[config.mk]
export PLATFORM = sky130hd
export DESIGN_NAME = csBankSelect
export DESIGN_NICKNAME = d
export VERILOG_FILES = /design/src/rtl/csBankPkg.sv /design/src/rtl/csBankCtl.sv /design/src/rtl/csBankDp.sv /design/src/rtl/csBankSelect.sv
export SDC_FILE = /design/constraint.sdc
export NUM_CORES = 1
export LEC_CHECK = 0
export ABC_CLOCK_PERIOD_IN_PS = 1100
export BUFFER_PORTS_ARGS = -buffer_cell sky130_fd_sc_hd__buf_2
export CAP_MARGIN = 0
export CORE_AREA = 2 2 39 41
export CTS_CLUSTER_SIZE = 28
export DETAILED_ROUTE_END_ITERATION = 8
export DIE_AREA = 0 0 41 43
export PLACE_DENSITY = 0.43
export SLEW_MARGIN = 20
export SYNTH_ARGS = -nofsm -noshare
export SYNTH_HDL_FRONTEND = slang
export SYNTH_SLANG_ARGS = --single-unit
[constraint.sdc]
create_clock -name clk -period 1.1 [get_ports clk]
set_input_delay 0.11 -clock clk [delete_from_list [all_inputs] [get_ports clk]]
set_output_delay 0.11 -clock clk [all_outputs]
set_load 0.01 [all_outputs]
[src/rtl/csBankPkg.sv]
package csBankPkg;

  // Strobes passed from the control module to the datapath
  typedef struct packed {
    logic loadBank;   // copy the Y-bus value into the bank register
    logic useBank;    // next task follows the bank register
  } bankCtlT;

endpackage

[src/rtl/csBankCtl.sv]
module csBankCtl
  import csBankPkg::*;
#(
  parameter int TASK_W      = 3,
  parameter int EMU_TASK    = 0,
  parameter int LOADER_TASK = 6
) (
  input  logic              bankLoadStb,
  input  logic [TASK_W-1:0] nextTask,
  output bankCtlT           ctl
);

  localparam logic [TASK_W-1:0] EmuId    = TASK_W'(EMU_TASK);
  localparam logic [TASK_W-1:0] LoaderId = TASK_W'(LOADER_TASK);

  logic bankedTask;

  // Only the emulator and the loader slot follow the register;
  // every other task is treated as I/O and coerced to quadrant 0.
  always_comb begin
    bankedTask = (nextTask == EmuId) || (nextTask == LoaderId);
    ctl.loadBank = bankLoadStb;
    ctl.useBank  = bankedTask;
  end

endmodule

[src/rtl/csBankDp.sv]
module csBankDp
  import csBankPkg::*;
#(
  parameter int BANK_W = 4,
  parameter int QUADS  = 4
) (
  input  logic              clk,
  input  logic              rstN,
  input  bankCtlT           ctl,
  input  logic [BANK_W-1:0] yBus,
  output logic [QUADS-1:0]  quadSel,
  output logic [BANK_W-1:0] bankRd
);

  localparam int SEL_W = $clog2(QUADS);

  logic [BANK_W-1:0] bankReg;
  logic [SEL_W-1:0]  quadIdx;
  logic [QUADS-1:0]  quadDec;
  logic [QUADS-1:0]  quadNext;
  logic [QUADS-1:0]  quadReg;

  // Bank register: async clear wins over a simultaneous load
  always_ff @(posedge clk or negedge rstN) begin
    if (!rstN)
      bankReg <= '0;
    else if (ctl.loadBank)
      bankReg <= yBus;
  end

  assign quadIdx = bankReg[SEL_W-1:0];

  // One-hot decode of the quadrant index
  for (genvar q = 0; q < QUADS; q++) begin : g_dec
    assign quadDec[q] = (quadIdx == SEL_W'(q));
  end

  // I/O tasks are forced to quadrant 0
  always_comb begin
    if (ctl.useBank)
      quadNext = quadDec;
    else
      quadNext = QUADS'(1);
  end

  always_ff @(posedge clk or negedge rstN) begin
    if (!rstN)
      quadReg <= QUADS'(1);
    else
      quadReg <= quadNext;
  end

  assign quadSel = quadReg;
  assign bankRd  = bankReg;

endmodule

[src/rtl/csBankSelect.sv]
module csBankSelect
  import csBankPkg::*;
#(
  parameter int BANK_W      = 4,
  parameter int QUADS       = 4,
  parameter int TASK_W      = 3,
  parameter int EMU_TASK    = 0,
  parameter int LOADER_TASK = 6
) (
  input  logic              clk,
  input  logic              rstN,
  input  logic              bankLoadStb,
  input  logic [BANK_W-1:0] yBus,
  input  logic [TASK_W-1:0] nextTask,
  output logic [QUADS-1:0]  quadSel,
  output logic [BANK_W-1:0] bankRd
);

  bankCtlT ctl;

  csBankCtl #(
    .TASK_W(TASK_W), .EMU_TASK(EMU_TASK), .LOADER_TASK(LOADER_TASK)
  ) ctl_i (
    .bankLoadStb(bankLoadStb),
    .nextTask(nextTask),
    .ctl(ctl)
  );

  csBankDp #(
    .BANK_W(BANK_W), .QUADS(QUADS)
  ) dp_i (
    .clk(clk),
    .rstN(rstN),
    .ctl(ctl),
    .yBus(yBus),
    .quadSel(quadSel),
    .bankRd(bankRd)
  );

endmodule

==> results.py <==
metrics = {
    "run_status": {
        "status": "finished, final reports clean",
    },
    "pwr": {
        "combinationalPowerShare_pct": 13.7,
        "p_leak_nw": 0.216,
        "vdd_ir_drop_max_uv": 492,
        "switching_power_mw": 0.165,
        "powerDensity_nw_per_um2": 1550,
        "swShare_pct": 24.5,
        "p_clk_share_pct": 36.6,
        "pwr-share-seq_pct": 49.7,
        "total_power_mw": 0.672,
        "p_int_mw": 0.508,
    },
    "worst_setup_path": {
        "slowest_delay_ns": 0.51,
        "worstSetupPathType": "reg2out",
        "crit_path_end_kind": "output port",
        "r2r_slack_ns": 0.22,
        "critPathBufInv": 1,
        "critPathSlowestCell": "dfstp_2",
        "path_delay_family": "flip-flops",
        "crit_chain": "buf_2",
        "critical_path_arrival_ns": 0.87,
        "cp.required_ns": 0.99,
        "worstPathMaxFanout": 1,
        "cp-start-kind": "flip-flop",
    },
    "clocking": {
        "clk_path_buf_depth": 2,
        "h-tree-depth": 1,
        "cts_resized": 0,
        "postCtsSetupBuffers": 0,
        "clkSinkCount": 8,
        "clk_pin_slew_ns": 0.06,
        "cts-root-buf": "clkbuf_4",
        "worstSkewPairLatency_ns": 0.25,
        "cts_tree": "built",
        "numCtsBuffers": 3,
    },
    "floorplan": {
        "die_height_um": 43,
        "core_um2": 1380,
        "die_area_um2": 1760,
        "fp.dieW_um": 41,
        "initial_utilization_pct": 21.1,
        "row_count": 14,
        "ioPinCount": 18,
    },
    "cells_and_area": {
        "fillers": 152,
        "final_cell_mix": "buf_2, dfrtp_1, mux2_2",
        "n_antenna_cell": 0,
        "final_common_cell": "buf_2",
        "syn_to_final_growth_pct": 48.5,
        "final_layout_size_suffix_gt1_share_pct": 61.0,
        "final_nets": 52,
    },
    "synthesis": {
        "synth_cells": 19,
        "ys_seq_area_share_pct": 69.1,
        "ys_seq_elements": 8,
        "syn_nets": 29,
        "ys_warn_count": 0,
        "synth_cell_types": 9,
        "avgSynthCellArea_um2": 15.3,
        "synth_area_um2": 292,
    },
    "flow_run": {
        "drv_cap": 0,
    },
    "place": {
        "io_buffer_count": 17,
        "gp_congestion": 0.618,
        "preCtsSetupSlack_ns": 0.203,
    },
    "timing": {
        "timing.setup.tns_ns": 0,
        "fmax_mhz": 1020,
        "finalWorstSetupSlack_ns": 0.117,
        "slew_headroom_pct": 80.0,
        "hold_viol_final": 0,
        "fin_crit_ns": 0.983,
        "setup_viol": 0,
        "timing.final.crit_share_pct": 89.4,
        "tightest_slew_ns": 0.296,
        "finalMaxSlewViolations": 0,
        "rsz0062_at_grt": "false",
        "clock_skew_ns": 0.00426,
    },
    "route": {
        "ant_nets": 0,
        "wl_per_cell_um": 10.2,
        "drt_iter0_drc": 1,
        "dr.pass1.iters": 4,
        "remaining_drc_errors": 0,
        "vias": 230,
        "routed_wl_um": 582,
        "avgViaCountPerCell": 4.04,
    },
    "min_path": {
        "hold_class": "in2reg",
    },
    "global_routing": {
        "antenna_found_initial": 0,
        "grt.total_usage_pct": 8.01,
        "first_global_vias": 221,
        "grt_max_degree": 9,
        "grt_overflow_total": 0,
        "grt_pass1_wl_um": 862,
    },
}
stage by stage:
stage          hold WS, ns  instances  util (%)  cell area, µm²
2_1_floorplan       -0.186         19         -             292
3_3_place_gp       -0.0452         52      28.7             397
3_5_place_dp       -0.0407         52      28.7             397
4_1_cts             0.0447         57      31.3             433
5_1_grt             0.0566         57      31.3             433
6_report            0.0556         57      31.3             433
Yosys cell counts, drive strengths merged:
master | instances | share of area (%)
mux2 | 4 | 15
dfstp | 1 | 9.0
nand2 | 1 | 1.3
nor2 | 1 | 1.3
or3 | 1 | 2.1
nor3 | 1 | 1.7
xor2 | 1 | 3.0
dfrtp | 7 | 60
nor4b | 2 | 6.0
repair_timing:
| action | 4_1_cts | 5_1_grt |
|---|---|---|
| hold buffers | 1 | 0 |
| endpoints found under the hold margin | 8 | 0 |
| setup endpoints to repair | 0 | 0 |
cell type report:
type,count,area (µm²),share of cell area [%]
clock buffers,4,26.3,6.07
repair buffers,18,95.1,22.0
multi-input cells,11,90.1,20.8
well taps,16,20.0,4.62
flip-flops and latches,8,201,46.5
path summary, 6_finish.rpt:
check / start / end / depth (start not counted)
setup / recovery: dp_i.quadSel[0]$_DFF_PN1_ / quadSel[0] / 1
hold / removal: nextTask[0] / dp_i.quadSel[3]$_DFF_PN0_ / 2
setup reg to reg: dp_i.bankRd[1]$_DFFE_PN0P_ / dp_i.quadSel[1]$_DFF_PN0_ / 1
hold reg to reg: dp_i.bankRd[2]$_DFFE_PN0P_ / dp_i.bankRd[2]$_DFFE_PN0P_ / 1
max in group asynchronous: rstN / dp_i.quadSel[0]$_DFF_PN1_ / 2
min in group asynchronous: rstN / dp_i.quadSel[2]$_DFF_PN0_ / 2
power groups by stage:
stage                     logic (mW)  registers (mW)  clock network (mW)
after floorplan               0.0288           0.350                   0
after global placement        0.0892           0.338                   0
after detailed placement      0.0916           0.340                   0
after CTS                     0.0947           0.335               0.255
after global routing           0.103           0.338               0.263
final                         0.0924           0.334               0.246
routing by layer:
metal,track usage (%),part of all wire (%)
met4,8.00,0
met2,11.9,52
met5,0,0
met1,7.64,39
met3,3.14,8.2
cell families (layout without fill, tap and decap cells):
logic type / after synthesis / count (layout) / share of synthesized area, %
buf+inv: 0 / 22 / 0
mux: 4 / 4 / 15.4
flops: 8 / 8 / 69.1
simple gates: 6 / 6 / 12.4
xor+xnor: 1 / 1 / 3.00
state kept, by name (all words and copies together), names as in the netlist:
| signal | flops |
|---|---|
| dp_i.quadSel | 4 |
| dp_i.bankRd | 4 |
(Power assumes the default switching activity.)
